==> src/rtl/fds_pkg.sv <==
package fds_pkg;

  typedef enum logic [1:0] {
    ST_IDLE       = 2'd0,
    ST_WAIT_FILL  = 2'd1,
    ST_WRITE      = 2'd2,
    ST_WAIT_DRAIN = 2'd3
  } fsm_state_t;

endpackage

==> src/rtl/fds_flag_chain.sv <==
// Shared capture chain: stage 0 samples the selected request, later
// stages extend resolution time; the whole chain clears on clr.
module fds_flag_chain #(
  parameter int STAGES = 2
) (
  input  logic              clk,
  input  logic              rst,
  input  logic              clr,
  input  logic              din,
  output logic [STAGES-1:0] q,
  output logic              last
);

  logic [STAGES-1:0] nxt;

  for (genvar g = 0; g < STAGES; g++) begin : g_stage
    if (g == 0) begin : g_head
      assign nxt[g] = din;
    end else begin : g_tail
      assign nxt[g] = q[g-1];
    end
  end

  always_ff @(posedge clk) begin
    if (rst || clr) q <= '0;
    else            q <= nxt;
  end

  assign last = q[STAGES-1];

endmodule

==> src/rtl/fds_addr_ctr.sv <==
// Wrapping address counter that steps once per enabled clock.
module fds_addr_ctr #(
  parameter int AW = 4
) (
  input  logic          clk,
  input  logic          rst,
  input  logic          step,
  output logic [AW-1:0] addr
);

  always_ff @(posedge clk) begin
    if (rst)       addr <= '0;
    else if (step) addr <= addr + 1'b1;
  end

endmodule

==> src/rtl/fds_seq.sv <==
module fds_seq #(
  parameter int SYNC_STAGES = 2,
  parameter int WORDS       = 8,
  parameter int AW          = 4
) (
  input  logic          clk,
  input  logic          rst,
  input  logic          fill_req,
  input  logic          drain_req,
  output logic          wr_en,
  output logic [AW-1:0] wr_addr,
  output logic [AW-1:0] rd_addr,
  output logic          busy
);
  import fds_pkg::*;

  localparam int WCW = (WORDS > 1) ? $clog2(WORDS) : 1;
  localparam logic [WCW-1:0] LAST_WORD = WCW'(WORDS - 1);

  fsm_state_t             state_q, state_d;
  logic                   wr_en_q, wr_en_d;
  logic [WCW-1:0]         word_q, word_d;
  logic [SYNC_STAGES-1:0] chain_q;
  logic                   chain_last, chain_clr, chain_din;

  // Only the chain head sees a raw request; the mux picks which one.
  assign chain_din = (state_q == ST_WAIT_DRAIN) ? drain_req : fill_req;

  fds_flag_chain #(.STAGES(SYNC_STAGES)) u_chain (
    .clk  (clk),
    .rst  (rst),
    .clr  (chain_clr),
    .din  (chain_din),
    .q    (chain_q),
    .last (chain_last)
  );

  always_comb begin
    state_d   = state_q;
    wr_en_d   = 1'b0;
    word_d    = word_q;
    chain_clr = 1'b1;
    unique case (state_q)
      ST_IDLE: begin
        state_d = ST_WAIT_FILL;
        word_d  = '0;
      end
      ST_WAIT_FILL: begin
        if (chain_last) begin
          state_d = ST_WRITE;
          wr_en_d = 1'b1;
          word_d  = '0;
        end else begin
          chain_clr = 1'b0;
        end
      end
      ST_WRITE: begin
        if (word_q == LAST_WORD) begin
          state_d = ST_WAIT_DRAIN;
          wr_en_d = 1'b0;
          word_d  = '0;
        end else begin
          wr_en_d = 1'b1;
          word_d  = word_q + 1'b1;
        end
      end
      ST_WAIT_DRAIN: begin
        if (chain_last) begin
          state_d = ST_IDLE;
        end else begin
          chain_clr = 1'b0;
        end
      end
      default: begin
        state_d = ST_IDLE;
        wr_en_d = 1'b0;
      end
    endcase
  end

  always_ff @(posedge clk) begin
    if (rst) begin
      state_q <= ST_IDLE;
      wr_en_q <= 1'b0;
      word_q  <= '0;
    end else begin
      state_q <= state_d;
      wr_en_q <= wr_en_d;
      word_q  <= word_d;
    end
  end

  fds_addr_ctr #(.AW(AW)) u_wr_ctr (
    .clk  (clk),
    .rst  (rst),
    .step (wr_en_q),
    .addr (wr_addr)
  );

  fds_addr_ctr #(.AW(AW)) u_rd_ctr (
    .clk  (clk),
    .rst  (rst),
    .step (wr_en_q),
    .addr (rd_addr)
  );

  assign wr_en = wr_en_q;
  assign busy  = (state_q != ST_IDLE);

endmodule

==> config.mk <==
export PLATFORM = sky130hd
export DESIGN_NAME = fds_seq
export DESIGN_NICKNAME = d
export VERILOG_FILES = /design/src/rtl/fds_pkg.sv /design/src/rtl/fds_flag_chain.sv /design/src/rtl/fds_addr_ctr.sv /design/src/rtl/fds_seq.sv
export SDC_FILE = /design/constraint.sdc
export NUM_CORES = 1
export LEC_CHECK = 0
export BUFFER_PORTS_ARGS = -buffer_cell sky130_fd_sc_hd__buf_2
export CAP_MARGIN = 5
export CELL_PAD_IN_SITES_DETAIL_PLACEMENT = 1
export CELL_PAD_IN_SITES_GLOBAL_PLACEMENT = 1
export CORE_ASPECT_RATIO = 0.8
export CORE_UTILIZATION = 42
export CTS_BUF_LIST = sky130_fd_sc_hd__clkbuf_2 sky130_fd_sc_hd__clkbuf_4 sky130_fd_sc_hd__clkbuf_8
export DETAILED_ROUTE_END_ITERATION = 16
export PLACE_DENSITY = 0.85
export SLEW_MARGIN = 20
export SYNTH_ARGS = -nofsm -noshare
export SYNTH_HDL_FRONTEND = slang
export SYNTH_SLANG_ARGS = --single-unit
==> constraint.sdc <==
create_clock -name clk -period 2 [get_ports clk]
set_input_delay 0.1 -clock clk [delete_from_list [all_inputs] [get_ports clk]]
set_output_delay 0.1 -clock clk [all_outputs]
set_load 0.01 [all_outputs]
Word level (Yosys, flattened, before mapping)
Cells that the tools add are included.

Register bits: 16. Bits of input ports: 4. Output and inout bits: 10. Word-level logic and storage cells: 35.

Add/sub/neg operators: 3. Equal/unequal tests: 7. Multiplexer cells: 12. Reductions and logical operators: 7.

Operators by type and width (number): one-hot mux 3 bit (3 select lines) (1); adder 4 x 1 -> 4 bit, second input constant (2); one-hot mux 2 bit (4 select lines) (1); two-way mux 2 bit (3); two-way mux 3 bit (2); equality test 2 bit, second input constant (2); two-way mux 1 bit (4); != test 2 x 1 -> 1 bit, second input constant (2); adder 3 x 1 -> 3 bit, second input constant (1); equality test 3 bit, second input constant (1); AND reduction 3 bit (1); nonzero test 3 bit (1); equality test 2 x 1 -> 1 bit, second input constant (1); logical NOT 2 bit (1); != test 2 bit, second input constant (1); one-hot mux 1 bit (2 select lines) (1); AND reduction 2 bit (1); nonzero test 2 bit (1); OR reduction 2 bit (1); logical OR 1 bit (1).

Longest topological paths before layout
Depth in word-level cells: 4. Gate-level depth with buffers: 5. Gate-level depth less buffers: 5.

Cells and area by module
A second synthesis with hierarchy kept.

Cell total of the unflattened synthesis: 75. Area, all modules: 774.5 µm².

Modules (own cells, without submodules): fds_addr_ctr (instances 2, cells an instance 16, area an instance 178.9 µm²); fds_seq (instances 1, cells an instance 38, area an instance 354.1 µm²); fds_flag_chain (instances 1, cells an instance 5, area an instance 62.6 µm²).

Least setup slack after synthesis
OpenSTA, ideal clock, no wires.

Path type: register to register. From: reg word_q[0]. To: reg word_q[1]. Library setup time: 71 ps. Data arrival time: 1378 ps. Required time: 1929 ps. Slack: 551 ps. Stages on the path, launching flop included: 6. Path buffers: 0. Cell sequence: dfxtp_1 -> ha_1 -> ha_1 -> nand2b_1 -> or4b_1 -> a21oi_1.

Word-level cells in the longest chain between the ends: 3. Elaborated cells between the ends (all ways): 4. Classes of those cells: add/sub: 1; eq/ne: 1; mux: 2.

Ends and longest elaborated chain: start: declaration (RTL line fds_seq.sv:22) `logic [WCW-1:0] word_q, word_d;`; start signal: assignment (RTL line fds_seq.sv:89) `word_q <= word_d;`; adder 3 x 1 -> 3 bit or equality test 3 bit (tied branches) (RTL line fds_seq.sv:64, fds_seq.sv:58); two-way mux 3 bit (*) (RTL line fds_seq.sv:58) `if (word_q == LAST_WORD) begin`; one-hot mux 3 bit (3 select lines) (*) (RTL line fds_seq.sv:43) `unique case (state_q)`.

Every way passes the cells marked *; elsewhere a longest branch is shown, timed or not. A chain may end at the register's enable or synchronous reset.

Worst setup path in the final report
From: reg word_q[0]. To: reg word_q[0].

Same word-level chain as after synthesis.

==> results.py <==
metrics = {
    "route": {
        "drt_iter0_drc": 8,
        "wl_per_cell_um": 11.8,
        "num_vias": 536,
        "viasPerCell": 4.83,
        "drtAntennaViolNets": 0,
        "drc": 0,
        "wl_um": 1310,
        "firstDrtPassIters": 3,
    },
    "floorplanning": {
        "die_w_um": 48.5,
        "num_rows": 13,
        "initial_core_util_pct": 44.6,
        "dieArea_mm2": 0.00190,
        "io_pins": 14,
        "die_height_um": 39.2,
        "core_mm2": 0.00163,
    },
    "sta": {
        "worstMarginPinSlew_ns": 0.364,
        "slew_viol_final": 0,
        "hold_viol_final": 0,
        "max_freq_mhz": 627,
        "tns_ns": 0,
        "holdWs_ns": 0.120,
        "skew_ns": 0.00430,
        "fin_crit_sh_pct": 79.8,
        "relSlewSlack_pct": 75.7,
        "finalCriticalPeriod_ns": 1.60,
        "setup_viol": 0,
        "rsz0062_at_grt": "false",
    },
    "synthesis": {
        "synth_nets": 86,
        "yosysUniqueCellTypes": 23,
        "synth_area_leaders": "dfxtp_1 44%, ha_1 14%, mux2i_1 5.5%",
        "synth_area_um2": 726,
        "synth_edf_count": 0,
        "yosysMostFrequentCell": "dfxtp_1",
        "synth_top_area_cell": "dfxtp_1",
        "async_flop_share_pct": 0,
        "postSynthAreaPerCell_um2": 9.81,
        "yosysTopAreaCellShare_pct": 44.1,
        "synth_top_cells_by_count": "16 x dfxtp_1, 9 x nor2_1, 8 x ha_1",
        "synthFlopType": "dfxtp_1",
        "netlist_instances": 74,
        "yosysSeqAreaShare_pct": 44.1,
        "synth_warnings": 0,
        "synth.ff_latch_count": 16,
    },
    "setup_path": {
        "cp.required_ns": 2.21,
        "slowest_stage": "or4_1",
        "worst-path-buf-inv": 0,
        "crit_chain": "ha_1, ha_1, nand2b_1, or4_1, a21oi_1",
        "cp-end-kind": "flip-flop",
        "reg2reg_to": "word_q[0]",
        "critPathKind": "reg -> reg",
        "max_stage_delay_ns": 0.50,
        "critPathMostFrequentCell": "ha_1",
        "cpLargestDelayFamily": "simple AND/OR/NAND/NOR gates",
        "regToRegStartpoint": "word_q[0]",
        "crit_fanout": 4,
        "rr_worst_depth": 5,
        "reg2reg_slack_ns": 0.40,
        "crit_path_start_kind": "flip-flop",
        "cp.arrival_ns": 1.81,
    },
    "min_path": {
        "hold_path_class": "in -> reg",
        "hp-start": "fill_req",
        "worstHoldPathCells": 3,
        "holdPathEnd": "u_chain.q[0]",
    },
    "pwr": {
        "powerDensity_mw_per_mm2": 943,
        "leakage_nw": 0.380,
        "ir_worst_vdd_uv": 532,
    },
    "finish": {
        "area_delta_synth_final_pct": 16.6,
        "antenna_cells": 0,
        "layout-drive-gt1-share_pct": 21.3,
        "design_area_um2": 846,
        "nets": 102,
        "instances_no_fill": 111,
    },
    "clocking": {
        "htreeDepth": 1,
        "holdBufCountCts": 0,
        "numCtsBuffers": 3,
        "post-cts-setup-buffers": 0,
        "cts_tree": "done",
        "path_clk_slew_ns": 0.09,
        "insertion_delay_ns": 0.28,
        "cts_sinks": 16,
        "ctsResizeCount": 0,
        "clock-root-buffer": "clkbuf_4",
        "clock_path_buffers": 2,
    },
    "place": {
        "placed_area_um2": 810,
        "dp_cells": 107,
        "portBuffers": 13,
        "gp_congestion": 0.730,
        "dp_hpwl_um": 968,
    },
    "global_route": {
        "grt_use_total_pct": 16.4,
        "grt_pass1_vias": 469,
        "antenna_found_initial": 0,
        "grt-ovfl-total": 0,
        "grt_max_degree": 17,
        "grt_pass1_wl_um": 2210,
    },
    "flow_run": {
        "cap_violations": 0,
    },
    "outcome": {
        "outcome": "completed",
    },
}
-- tightest hold or removal path, cell delays in order --
cell	delay, ns
buf_2	0.08
mux2i_1	0.05
nor3_1	0.13
-- routing by layer --
| layer | up-vias | routed length [µm] | GRT usage, % |
|---|---|---|---|
| li1 | 279 | - | - |
| met1 | 250 | 667 | 20.6 |
| met2 | 7 | 599 | 27.1 |
| met3 | 0 | 44 | 7.06 |
| met4 | 0 | 0 | 2.21 |
| met5 | - | 0 | 0 |
-- cell usage in the layout (no fill, tap or decap) --
cell and count:
a21oi_1 5, and2_1 1, buf_2 13, clkbuf_4 3, clkbuf_8 1, dfxtp_1 16
ha_1 8, inv_1 3, mux2i_1 4, nand2_1 4, nand2b_1 3, nand4_1 2
nor2_1 9, nor2b_4 1, nor3_1 1, nor3b_1 1, o21a_1 1, o21ai_0 3
o21bai_1 1, or3_2 1, or4_1 1, or4b_1 1, xnor2_1 2, xor2_1 4
-- layout make-up --
cell class	count	area (µm²)
clock buffers	4	36.3
fillers	193	781
inverters	3	11.3
multi-input cells	53	385
flip-flops and latches	16	320
well taps	22	27.5
repair buffers	13	65.1
-- report_power, final --
group          switching (mW)  leakage (nW)  internal, mW
Clock                  0.0985        0.0210         0.111
Sequential             0.0320         0.130         0.348
Combinational           0.113         0.229        0.0953
Total                   0.243         0.380         0.554
-- state kept, by name, indices dropped and copies added (netlist names) --
signal,cells
u_chain.q,2
state_q,2
u_rd_ctr.addr,4
u_wr_ctr.addr,4
word_q,3
wr_en,1
-- cell families after synthesis --
logic type               count (synthesis)  synth area share [%]
AND/OR/NAND/NOR                         25                  19.0
flip-flops                              16                  44.1
AO/OA/AOI/OAI                           10                  7.59
adder cells (fa/ha/maj)                  8                  13.8
XOR/XNOR                                 6                  7.24
buffers and inverters                    5                  2.76
multiplexers                             4                  5.52
-- worst max path at each step --
stage	from	to	slack, ns	depth (start not counted)
3_3_place_gp	state_q[1]	word_q[1]	0.51	5
3_5_place_dp	word_q[0]	word_q[0]	0.42	5
6_report	word_q[0]	word_q[0]	0.40	5
5_1_grt	word_q[0]	word_q[0]	0.31	5
2_1_floorplan	word_q[0]	word_q[1]	0.55	5
4_1_cts	word_q[0]	word_q[0]	0.39	5
-- metrics by stage --
stage | total power [mW] | utilization (%) | setup WS (ns)
after floorplan | 0.539 | - | 0.551
after global placement | 0.587 | 49.8 | 0.507
after detailed placement | 0.599 | 49.8 | 0.417
after CTS | 0.812 | 52.0 | 0.394
after global routing | 0.866 | 52.0 | 0.310
final | 0.798 | 52.0 | 0.404
No activity file was read; power rests on OpenSTA's default activity.
